## src/rtl/spi_eng_pkg.sv

```systemverilog
package spi_eng_pkg;
  // Position of bit k within an L-bit word for the chosen order
  function automatic int unsigned order_pos(input int unsigned k, input int unsigned len,
                                            input logic lsb_first);
    return lsb_first ? k : (len - 1 - k);
  endfunction
  localparam logic [1:0] ORDER_LSB = 2'd1;
endpackage

```

## src/rtl/spi_eng_timer.sv

```systemverilog
module spi_eng_timer #(
  parameter int DIV_W = 8
) (
  input  logic             clk,
  input  logic             rst,
  input  logic [DIV_W-1:0] div_ratio,
  input  logic             lead_en,
  input  logic             lead_short,
  input  logic             run,
  input  logic             load,
  output logic             tick
);
  localparam int CNT_W = DIV_W + 2;

  logic [DIV_W:0]   inc;
  logic [DIV_W-1:0] half;
  logic [CNT_W-1:0] half_w, lead_amt, cnt;

  always_comb begin
    inc    = {1'b0, div_ratio} + 1'b1;
    half   = (div_ratio == '0) ? DIV_W'(1) : inc[DIV_W:1];
    half_w = CNT_W'(half);
    if (!lead_en)        lead_amt = '0;
    else if (lead_short) lead_amt = half_w;
    else                 lead_amt = half_w << 1;
  end

  always_ff @(posedge clk) begin
    if (rst) begin
      cnt <= '0;
    end else if (load) begin
      cnt <= (run ? '0 : lead_amt) + half_w - 1'b1;
    end else if (run) begin
      cnt <= (cnt == '0) ? half_w - 1'b1 : cnt - 1'b1;
    end
  end

  assign tick = run && (cnt == '0);

  AST_CNT_BOUND: assert property (@(posedge clk) disable iff (rst)
    run |-> (cnt < 3 * half_w));
endmodule

```

## src/rtl/spi_eng_shift.sv

```systemverilog
module spi_eng_shift
  import spi_eng_pkg::*;
#(
  parameter int DATA_W = 32,
  parameter int IDX_W  = $clog2(DATA_W + 1),
  parameter int POS_W  = $clog2(DATA_W)
) (
  input  logic              clk,
  input  logic              rst,
  input  logic              load,
  input  logic [DATA_W-1:0] tx_word,
  input  logic              lsb_first,
  input  logic [IDX_W-1:0]  len,
  input  logic              cap,
  input  logic              done,
  input  logic              miso,
  output logic              mosi,
  output logic [DATA_W-1:0] rx_data,
  output logic              rx_valid
);
  logic [DATA_W-1:0] word_q, rx_sh, rx_nx, rx_lsb;
  logic [IDX_W-1:0]  k, k_nx;
  logic [POS_W-1:0]  top_pos;

  function automatic logic [POS_W-1:0] pos_of(input logic [IDX_W-1:0] kk);
    return POS_W'(order_pos(32'(kk), 32'(len), lsb_first));
  endfunction

  always_comb begin
    top_pos = POS_W'(len - 1'b1);
    rx_lsb  = rx_sh >> 1;
    rx_lsb[top_pos] = miso;
    if (!cap)          rx_nx = rx_sh;
    else if (lsb_first) rx_nx = rx_lsb;
    else               rx_nx = {rx_sh[DATA_W-2:0], miso};
    k_nx = k + 1'b1;
  end

  always_ff @(posedge clk) begin
    if (rst) begin
      word_q   <= '0;
      rx_sh    <= '0;
      k        <= '0;
      mosi     <= 1'b0;
      rx_data  <= '0;
      rx_valid <= 1'b0;
    end else begin
      rx_valid <= done;
      if (done) rx_data <= rx_nx;
      if (load) begin
        word_q <= tx_word;
        rx_sh  <= '0;
        k      <= '0;
        mosi   <= tx_word[pos_of('0)];
      end else if (cap) begin
        rx_sh <= rx_nx;
        k     <= k_nx;
        if (k_nx < len) mosi <= word_q[pos_of(k_nx)];
      end
    end
  end

  AST_MOSI_MOVES: assert property (@(posedge clk) disable iff (rst)
    (mosi != $past(mosi)) |-> $past(load || cap));
endmodule

```

## src/rtl/spi_frame_engine.sv

```systemverilog
module spi_frame_engine #(
  parameter int DATA_W = 32,
  parameter int LEN_W  = 6,
  parameter int DIV_W  = 8
) (
  input  logic              clk,
  input  logic              rst,
  input  logic [DIV_W-1:0]  div_ratio,
  input  logic              cap_on_fall,
  input  logic              sclk_idle_hi,
  input  logic              first_edge_dly,
  input  logic              start_on_fall,
  input  logic              frame_level,
  input  logic [LEN_W-1:0]  word_len,
  input  logic [1:0]        bit_order,
  input  logic              tx_valid,
  output logic              tx_ready,
  input  logic [DATA_W-1:0] tx_data,
  output logic              rx_valid,
  output logic [DATA_W-1:0] rx_data,
  output logic              sclk,
  output logic              mosi,
  input  logic              miso,
  output logic              frame_o,
  output logic              busy
);
  import spi_eng_pkg::*;

  localparam int IDX_W = $clog2(DATA_W + 1);
  localparam int TG_W  = IDX_W + 1;

  logic [IDX_W-1:0] len_eff;
  logic [TG_W-1:0]  tg, tg_last;
  logic             tick, last, accept, cap;

  always_comb begin
    if (word_len == '0)                   len_eff = IDX_W'(1);
    else if (32'(word_len) > DATA_W)      len_eff = IDX_W'(DATA_W);
    else                                  len_eff = IDX_W'(word_len);
    tg_last  = {len_eff, 1'b0} - 1'b1;
    last     = tick && (tg == tg_last);
    tx_ready = !busy || last;
    accept   = tx_valid && tx_ready;
    cap      = tick && ((~sclk) ^ cap_on_fall);
  end

  spi_eng_timer #(.DIV_W(DIV_W)) u_timer (
    .clk(clk), .rst(rst), .div_ratio(div_ratio),
    .lead_en(first_edge_dly), .lead_short(start_on_fall),
    .run(busy), .load(accept), .tick(tick)
  );

  spi_eng_shift #(.DATA_W(DATA_W)) u_shift (
    .clk(clk), .rst(rst), .load(accept), .tx_word(tx_data),
    .lsb_first(bit_order == ORDER_LSB), .len(len_eff), .cap(cap),
    .done(last), .miso(miso), .mosi(mosi), .rx_data(rx_data),
    .rx_valid(rx_valid)
  );

  always_ff @(posedge clk) begin
    if (rst) begin
      busy    <= 1'b0;
      sclk    <= sclk_idle_hi;
      tg      <= '0;
      frame_o <= 1'b1;
    end else begin
      frame_o <= frame_level;
      if (!busy) begin
        sclk <= sclk_idle_hi;
      end else if (tick) begin
        sclk <= ~sclk;
        tg   <= tg + 1'b1;
        if (last) busy <= 1'b0;
      end
      if (accept) begin
        busy <= 1'b1;
        tg   <= '0;
      end
    end
  end

  AST_IDLE_LEVEL: assert property (@(posedge clk) disable iff (rst)
    (!busy && $past(!busy) && $stable(sclk_idle_hi)) |-> (sclk == sclk_idle_hi));
  AST_EDGE_ON_TICK: assert property (@(posedge clk) disable iff (rst)
    ($past(busy) && (sclk != $past(sclk))) |-> $past(tick));
  AST_RXV_SINGLE: assert property (@(posedge clk) disable iff (rst)
    rx_valid |=> !rx_valid);
  AST_BUSY_DROP: assert property (@(posedge clk) disable iff (rst)
    $fell(busy) |-> rx_valid);
endmodule

```

## config.mk

```make
export PLATFORM = sky130hd
export DESIGN_NAME = spi_frame_engine
export DESIGN_NICKNAME = d
export VERILOG_FILES = /design/src/rtl/spi_eng_pkg.sv /design/src/rtl/spi_eng_timer.sv /design/src/rtl/spi_eng_shift.sv /design/src/rtl/spi_frame_engine.sv
export SDC_FILE = /design/constraint.sdc
export NUM_CORES = 1
export LEC_CHECK = 0
export BUFFER_PORTS_ARGS = -buffer_cell sky130_fd_sc_hd__buf_4
export CORE_AREA = 4 4 129 131
export DETAILED_ROUTE_END_ITERATION = 16
export DIE_AREA = 0 0 133 135
export GPL_TIMING_DRIVEN = 0
export PLACE_DENSITY = 0.73
export SLEW_MARGIN = 10
export SYNTH_ARGS = -nofsm -noshare
export SYNTH_HDL_FRONTEND = slang
export SYNTH_HIERARCHICAL = 1
export SYNTH_SLANG_ARGS = --single-unit
```

## constraint.sdc

```tcl
create_clock -name clk -period 11.47 [get_ports clk]
set_input_delay 2.294 -clock clk [delete_from_list [all_inputs] [get_ports clk]]
set_output_delay 2.294 -clock clk [all_outputs]
set_load 0.01 [all_outputs]
```

==> impl_results.md, run 1 <==
- Synthesis warning total: 6
- Cell family with most CP delay: simple AND/OR/NAND/NOR gates
- Vias in the first global route: 6839
- CP required: 9.18 ns
- Slowest-stage cell, CP: nor4_2
- Cell Pwr Density: 128 nW/µm²
- Maxcap violations: 0
- Crit path top cell by count: buf_4
- Post-synthesis simple-gate area fraction: 0.197
- DP Area: 9170 µm²
- Final #Nets: 1185
- # resized after CTS: 0
- Maximum root-to-sink buffer count: 2
- CTS tree: done
- Largest net degree at the start of global routing: 17
- Combinational fraction of design power: 0.225
- Sequential share of power: 0.368
- Antenna violations before repair: 0
- H-tree lvl count: 4
- Gr usage total: 0.233
- Clock tree sinks: 124
- EDFF count, synth: 1
- Routed len/inst: 16.0 µm
- Worst path cell trace: buf_4, nor4_1, o21bai_1, ha_1, nor2b_1, mux2_4, a211o_1, nor4_2, nand2b_1, buf_4
- Sw frac: 0.304
- Initial DRT Pass Iterations: 6
- Crit-path max cell delay: 0.35 ns
- Worst path bufs/invs: 2
- Post-synthesis register bit count: 124
- Final Non-Filler Cells: 1317
- Period Utilization, post-route: 0.601
- Period minus WS final: 6.90 ns
- RSZ-0062 raised after global routing: false
- Type of the worst min-delay path: register to register
- Die area: 18000 µm²
- # Post-CTS Setup Buffers: 0
- Post-layout util: 0.624
- CORE AREA: 15600 µm²
- Syn Nets: 1075
- Slew Limit Fails: 0
- Main combinational cell family by area after synthesis: simple AND/OR/NAND/NOR gates
- Initial DRC count: 553
- Worst slack, placed: 4.56 ns
- Pleak: 3.79 nW
- Filler cell count: 1385
- Reg clk slew, reported paths: 0.06 ns
- Async SR Flop Fraction: 0
- Post-synthesis xor/xnor area fraction: 0.0373
- Clk pwr share: 0.407
- Syn Area/Cell: 8.40 µm²
- Share of post-route cells with drive strength above 1: 0.150
- Switching power: 0.000379 W
- Final Setup Violations: 0
- Cells after Synth: 978
- CTS buffer count: 17
- # DRC: 0
- Worst-path fanout max: 6
- Row Count: 46
- Register area share after synthesis: 0.303
- Crit path launch type: input pin
- Netlist cell types: 82
- Final instance area: 9740 µm²
- Peak VDD IR: 0.000100 V
- CP Capture Type: primary output
- Slew HR: 0.337
- Starting Density: 0.527
- Gr ovfl total: 0
- Die height: 135 µm
- Worst slew pin tran: 0.967 ns
- Via Count: 7504
- Fin. Hold Viols: 0
- Pint: 0.000870 W
- Post-DR vias/cell: 5.70
- Die width: 133 µm
- Final wirelength: 21100 µm
- Ant diodes: 0
- Final WS setup: 4.57 ns
- FMAX: 145 MHz
- Crit Path Category: input pin to primary output
- First-pass GRT wire length: 34400 µm
- Cts hold-fix bufs: 0
- Mux share of post-synthesis cell area: 0.167
- Layout area overhead: 18.5%
- Post-Synth Adder-Cell Area: 0.0627
- I/O pin total: 95
- Final HPWL DP: 15700 µm
- Worst-Skew Late Latency: 0.42 ns
- Status: complete, no violations
- Synth Area in Compound Gates: 0.174
- Clock root buffer: clkbuf_16
- Synthesized area: 8220 µm²
- Setup TNS: 0 ns
- GPL Wtd Cong: 0.916
- Critical Path AT: 4.60 ns
- Port bufs: 91
- ANT nets after route: 0
- Primary FF master, synth: dfxtp_1
- Clk_skew: 0.00805 ns
- Placed cell count: 1285
through the flow:
stage	hold WS, ns	power, W
floorplan	0.451	0.000669
global placement	0.466	0.000739
detailed placement	0.477	0.000744
CTS	0.486	0.00125
global route	0.502	0.00130
finish	0.483	0.00125
power by group through the flow:
stage	registers [W]	logic, W	clock network, W
3_3_place_gp	0.000469	0.000271	0
6_report	0.000460	0.000281	0.000508
3_5_place_dp	0.000469	0.000275	0
5_1_grt	0.000463	0.000309	0.000534
2_1_floorplan	0.000466	0.000203	0
4_1_cts	0.000460	0.000278	0.000516
registers in the layout (all words and copies together), names as in the netlist:
name              count
busy                  1
frame_o               1
sclk                  1
tg                    7
u_shift/k             6
u_shift/mosi          1
u_shift/rx_data      32
u_shift/rx_sh        32
u_shift/rx_valid      1
u_shift/word_q       32
u_timer/cnt          10
synthesized netlist by cell type, types with 6 or more instances:
library cell	n	area share
nand3_1	26	0.016
o22ai_1	9	0.0068
a31oi_1	18	0.014
nor3_1	21	0.013
mux4_1	8	0.026
or2_2	7	0.0053
o21a_1	6	0.0055
a211oi_1	41	0.037
mux2i_1	103	0.13
o211ai_1	9	0.0082
dfxtp_1	123	0.30
xnor2_1	19	0.020
nor3b_1	6	0.0055
xor2_1	16	0.017
nand2b_1	9	0.0068
inv_1	53	0.024
a21oi_1	48	0.029
nor4_1	6	0.0046
nand2_1	33	0.015
ha_1	38	0.058
buf_2	6	0.0037
nor2_1	159	0.073
nor2b_1	16	0.012
clkbuf_1	47	0.021
o21ai_0	33	0.020
placed cells by master, fill, tap and decap left out, types with 33 or more instances in the layout:
cell | netlist | final
buf_4 | 0 | 91
inv_1 | 53 | 53
a21oi_1 | 48 | 48
o21ai_0 | 33 | 33
mux2i_1 | 103 | 103
dfxtp_1 | 123 | 123
a211oi_1 | 41 | 41
nor2_1 | 159 | 159
nand2_1 | 33 | 33
ha_1 | 38 | 38
clkbuf_1 | 47 | 47
area by class of cell:
class | count | area [µm²] | share of cell area
clock buffers | 17 | 425 | 0.0437
repair buffers | 91 | 683 | 0.0702
plain buffers | 63 | 282 | 0.0289
flip-flops and latches | 124 | 2490 | 0.256
clock inverters | 15 | 139 | 0.0143
well taps | 216 | 270 | 0.0278
inverters | 55 | 206 | 0.0212
multi-input cells | 736 | 5240 | 0.538
worst register-to-register path: stages (launching register included):
cell and delay (ns):
dfxtp_1 0.33, inv_1 0.08, ha_1 0.20, or4b_4 0.47, buf_6 0.15, nor4_2 0.63
and2_1 0.33, nand4b_1 0.14, a211o_1 0.31, nor4_2 0.35, o21a_1 0.27, clkbuf_1 0.44
or2_2 0.24, clkbuf_1 0.45, clkbuf_1 0.43, nor2_1 0.10
cells by family (layout without fill, tap and decap cells):
logic type | Yosys count | count (layout)
multiplexers | 120 | 120
AO/OA/AOI/OAI | 213 | 213
adder cells (fa/ha/maj) | 40 | 40
flip-flops | 124 | 124
buffers and inverters | 118 | 241
AND/OR/NAND/NOR | 328 | 328
XOR/XNOR | 35 | 35
per-layer routing:
| metal | GRT usage | wire length [µm] |
|---|---|---|
| met3 | 0.0376 | 1230 |
| met4 | 0.0710 | 282 |
| met1 | 0.346 | 10400 |
| met2 | 0.345 | 9140 |
| met5 | 0 | 0 |
worst paths after layout:
path	startpoint	end	slack, ns	depth (start not counted)
worst min register to register	u_shift/rx_data[15]	u_shift/rx_data[15]	0.48	2
worst max-delay path	word_len[3]	tx_ready	4.57	10
worst min-delay path	u_shift/rx_data[15]	u_shift/rx_data[15]	0.48	2
worst max register to register	u_timer/cnt[0]	u_shift/rx_sh[13]	6.42	15
Note: power is estimated with default switching activity, not from simulation.
==> run 2: changes to the inputs <==
--- a/config.mk
+++ b/config.mk
@@ -5,12 +5,13 @@
 export SDC_FILE = /design/constraint.sdc
 export NUM_CORES = 1
 export LEC_CHECK = 0
+export ABC_AREA = 1
 export BUFFER_PORTS_ARGS = -buffer_cell sky130_fd_sc_hd__buf_4
-export CORE_AREA = 4 4 129 131
+export CORE_AREA = 4 4 132 134
 export DETAILED_ROUTE_END_ITERATION = 16
-export DIE_AREA = 0 0 133 135
+export DIE_AREA = 0 0 136 138
 export GPL_TIMING_DRIVEN = 0
-export PLACE_DENSITY = 0.73
+export PLACE_DENSITY = 0.76
 export SLEW_MARGIN = 10
 export SYNTH_ARGS = -nofsm -noshare
 export SYNTH_HDL_FRONTEND = slang
==> constraint.sdc (replaced) <==
create_clock -name clk -period 5.7 [get_ports clk]
set_input_delay 1.14 -clock clk [delete_from_list [all_inputs] [get_ports clk]]
set_output_delay 1.14 -clock clk [all_outputs]
set_load 0.01 [all_outputs]
==> run 2 against run 1 <==
Against the previous run:
- setup slack got worse by 3.1 ns
- synthesized area increased by 4.8%
- power increased by 120%
- critical path type unchanged
- critical endpoint unchanged
==> impl_results.md, run 2 <==
- Status: complete, no violations (unchanged)
- Register area share after synthesis: 0.289 (was 0.303)
- # DRC: 0 (unchanged)
- CP required: 4.56 ns (was 9.18 ns)
- Clock root buffer: clkbuf_16 (unchanged)
- M2 GR Usage: 0.402 (was 0.345)
- Primary FF master, synth: dfxtp_1 (unchanged)
- Peak VDD IR: 0.000235 V (was 0.000100 V)
- Critical Path AT: 3.11 ns (was 4.60 ns)
- Initial DRT Pass Iterations: 6 (unchanged)
- Period Utilization, post-route: 0.746
- Clk_skew: 0.0152 ns (was 0.00805 ns)
- Syn Nets: 1444 (was 1075)
- Pleak: 4.90 nW (was 3.79 nW)
- Period minus WS final: 4.25 ns
- Synthesized area: 8610 µm² (was 8220 µm²)
- Worst-path fanout max: 8 (was 6)
- Die area: 18800 µm² (was 18000 µm²)
- Type of the worst min-delay path: register to register (unchanged)
- ANT nets after route: 0 (unchanged)
- Worst path cell trace: buf_4, nor2_1, nand3_2, nand2_1, inv_1, ha_1, nand2_1, nand3_1, nor2_1, nand2_1, nor2_1, nand3_1, o21bai_4, buf_4 (was buf_4, nor4_1, o21bai_1, ha_1, nor2b_1, mux2_4, a211o_1, nor4_2, nand2b_1, buf_4)
- Initial DRC count: 798 (was 553)
- Setup TNS: 0 ns (unchanged)
- Reg area: 2490 µm² (unchanged)
- DP Area: 9590 µm² (was 9170 µm²)
- Post-synthesis register bit count: 124 (unchanged)
- Crit path launch type: input pin (unchanged)
- Gr ovfl total: 0 (unchanged)
- Async SR Flop Fraction: 0 (unchanged)
- Maximum root-to-sink buffer count: 2 (unchanged)
- Ant diodes: 0 (unchanged)
- Vias in the first global route: 8257 (was 6839)
- Crit-path max cell delay: 0.34 ns (was 0.35 ns)
- Commonest non-fill, non-tap cell in the layout: nand2_1 (was nor2_1)
- Sw frac: 0.309 (was 0.304)
- Synth top area share: 0.286 (was 0.300)
- Via Count: 8878 (was 7504)
- Filler cell count: 1520 (was 1385)
- Syn Area/Cell: 6.39 µm² (was 8.40 µm²)
- # Post-CTS Setup Buffers: 0 (unchanged)
- Die height: 138 µm (was 135 µm)
- Largest regs: u_shift/rx_data x32, u_shift/rx_sh x32, u_shift/word_q x32 (unchanged)
- GR peak layer: met2 (was met1)
- Crit Path Category: input pin to primary output (unchanged)
- Port bufs: 94 (was 91)
- Final wirelength: 23400 µm (was 21100 µm)
- Netlist cell types: 51 (was 82)
- Final HPWL DP: 17400 µm (was 15700 µm)
- RSZ-0062 raised after global routing: false (unchanged)
- Worst-Skew Late Latency: 0.43 ns (was 0.42 ns)
- Final instance area: 10200 µm² (was 9740 µm²)
- Routed len/inst: 13.8 µm (was 16.0 µm)
- Fin. Hold Viols: 0 (unchanged)
- Layout area overhead: 19.0% (was 18.5%)
- Maxcap violations: 0 (unchanged)
- Most frequent cells in the layout: nand2_1 (292), inv_1 (202), nand3_1 (167) (was nor2_1 (159), dfxtp_1 (123), mux2i_1 (103))
- H-tree lvl count: 4 (unchanged)
- Sequential share of power: 0.335 (was 0.368)
- Pint: 0.00193 W (was 0.000870 W)
- Leading area contributor after synthesis: dfxtp_1 (unchanged)
- CTS tree: done (unchanged)
- Total chip power: 0.00280 W (was 0.00125 W)
- CP Capture Type: primary output (unchanged)
- Slew HR: 0.583 (was 0.337)
- Antenna violations before repair: 0 (unchanged)
- Clk pwr share: 0.429 (was 0.407)
- Worst path bufs/invs: 3 (was 2)
- Gr usage total: 0.249 (was 0.233)
- Most frequent cell after synthesis: nand2_1 (was nor2_1)
- CTS buffer count: 17 (unchanged)
- I/O pin total: 95 (unchanged)
- Top post-synthesis cells by area: dfxtp_1 (29%), nand2_1 (13%), nand3_1 (9.7%) (was dfxtp_1 (30%), mux2i_1 (13%), nor2_1 (7.3%))
- Share of post-route cells with drive strength above 1: 0.151 (was 0.150)
- Combinational fraction of design power: 0.236 (was 0.225)
- Cell family with most CP delay: simple AND/OR/NAND/NOR gates (unchanged)
- GR Layer Usage met3: 0.0491 (was 0.0376)
- Largest net degree at the start of global routing: 17 (unchanged)
- Row Count: 47 (was 46)
- FMAX: 235 MHz
- GPL Wtd Cong: 0.964 (was 0.916)
- Reg clk slew, reported paths: 0.05 ns (was 0.06 ns)
- Post-layout util: 0.629 (was 0.624)
- Slew Limit Fails: 0 (unchanged)
- Most frequent cells after synthesis: nand2_1 (292), inv_1 (202), nand3_1 (167) (was nor2_1 (159), dfxtp_1 (123), mux2i_1 (103))
- Post-DR vias/cell: 5.24 (was 5.70)
- Multi-input gate area: 5010 µm² (was 5240 µm²)
- CORE AREA: 16300 µm² (was 15600 µm²)
- EDFF count, synth: 1 (unchanged)
- Slowest-stage cell, CP: nand2_1 (was nor4_2)
- Clock tree sinks: 124 (unchanged)
- Synthesis warning total: 6 (unchanged)
- Cells after Synth: 1347 (was 978)
- Met1 usage: 0.341 (was 0.346)
- Cell Pwr Density: 273 nW/µm² (was 128 nW/µm²)
- Cts hold-fix bufs: 0 (unchanged)
- Final #Nets: 1557 (was 1185)
- Die width: 136 µm (was 133 µm)
- Switching power: 0.000864 W (was 0.000379 W)
- First-pass GRT wire length: 38800 µm (was 34400 µm)
- Final Setup Violations: 0 (unchanged)
- # resized after CTS: 0 (unchanged)
- Starting Density: 0.529 (was 0.527)
- Worst slew pin tran: 0.623 ns (was 0.967 ns)
[run 2: kinds of logic (layout without fill, tap and decap cells)]
| family | Yosys count | after routing | synth area share |
|---|---|---|---|
| adder cells (fa/ha/maj) | 40 | 40 | 0.0599 |
| XOR/XNOR | 19 | 19 | 0.0211 |
| flip-flops | 124 | 124 | 0.289 |
| AO/OA/AOI/OAI | 252 | 252 | 0.158 |
| AND/OR/NAND/NOR | 634 | 634 | 0.343 |
| buffers and inverters | 278 | 404 | 0.129 |
[run 2: power by group through the flow]
stage                     Clock (W)  Sequential [W]  Combinational (W)
after floorplan                   0        0.000947           0.000483
after detailed placement          0        0.000953           0.000646
final                       0.00120        0.000937           0.000659
after global placement            0        0.000954           0.000634
after CTS                   0.00122        0.000936           0.000652
after global routing        0.00126        0.000941           0.000749
[run 2: tightest hold or removal path, delay by kind of cell, from the launching register on]
family,cells,cell delay (ns)
flops,1,0.29
compound gates,1,0.06
buf+inv,1,0.05
[run 2: cell type report]
type | instances | area share
Buffer | 61 | 0.0276
Tap cell | 220 | 0.0269
Inverter | 217 | 0.0805
Multi-Input combinational cell | 945 | 0.489
Clock inverter | 13 | 0.0208
Clock buffer | 19 | 0.0432
Timing Repair Buffer | 94 | 0.0689
Sequential cell | 124 | 0.243
[run 2: final timing paths]
| check | from | end | slack [ns] | depth (start not counted) |
|---|---|---|---|---|
| max | word_len[5] | tx_ready | 1.45 | 14 |
| min | u_shift/word_q[18] | u_shift/word_q[18] | 0.46 | 2 |
| max reg2reg | u_timer/cnt[0] | u_shift/rx_sh[9] | 1.93 | 19 |
| min reg2reg | u_shift/word_q[18] | u_shift/word_q[18] | 0.46 | 2 |
[run 2: metrics by stage]
stage               hold WS [ns]  worst slack [ns]  instances
global route               0.472              1.20       1693
global placement           0.444              1.14       1661
floorplan                  0.434              1.94       1347
CTS                        0.458              1.44       1693
detailed placement         0.451              1.11       1661
finish                     0.456              1.45       1693
[run 2: per-layer routing]
| layer | share of wire | vias up |
|---|---|---|
| met3 | 0.064 | 46 |
| met2 | 0.46 | 308 |
| met1 | 0.46 | 3948 |
| met5 | 0 | - |
| li1 | - | 4576 |
| met4 | 0.019 | 0 |
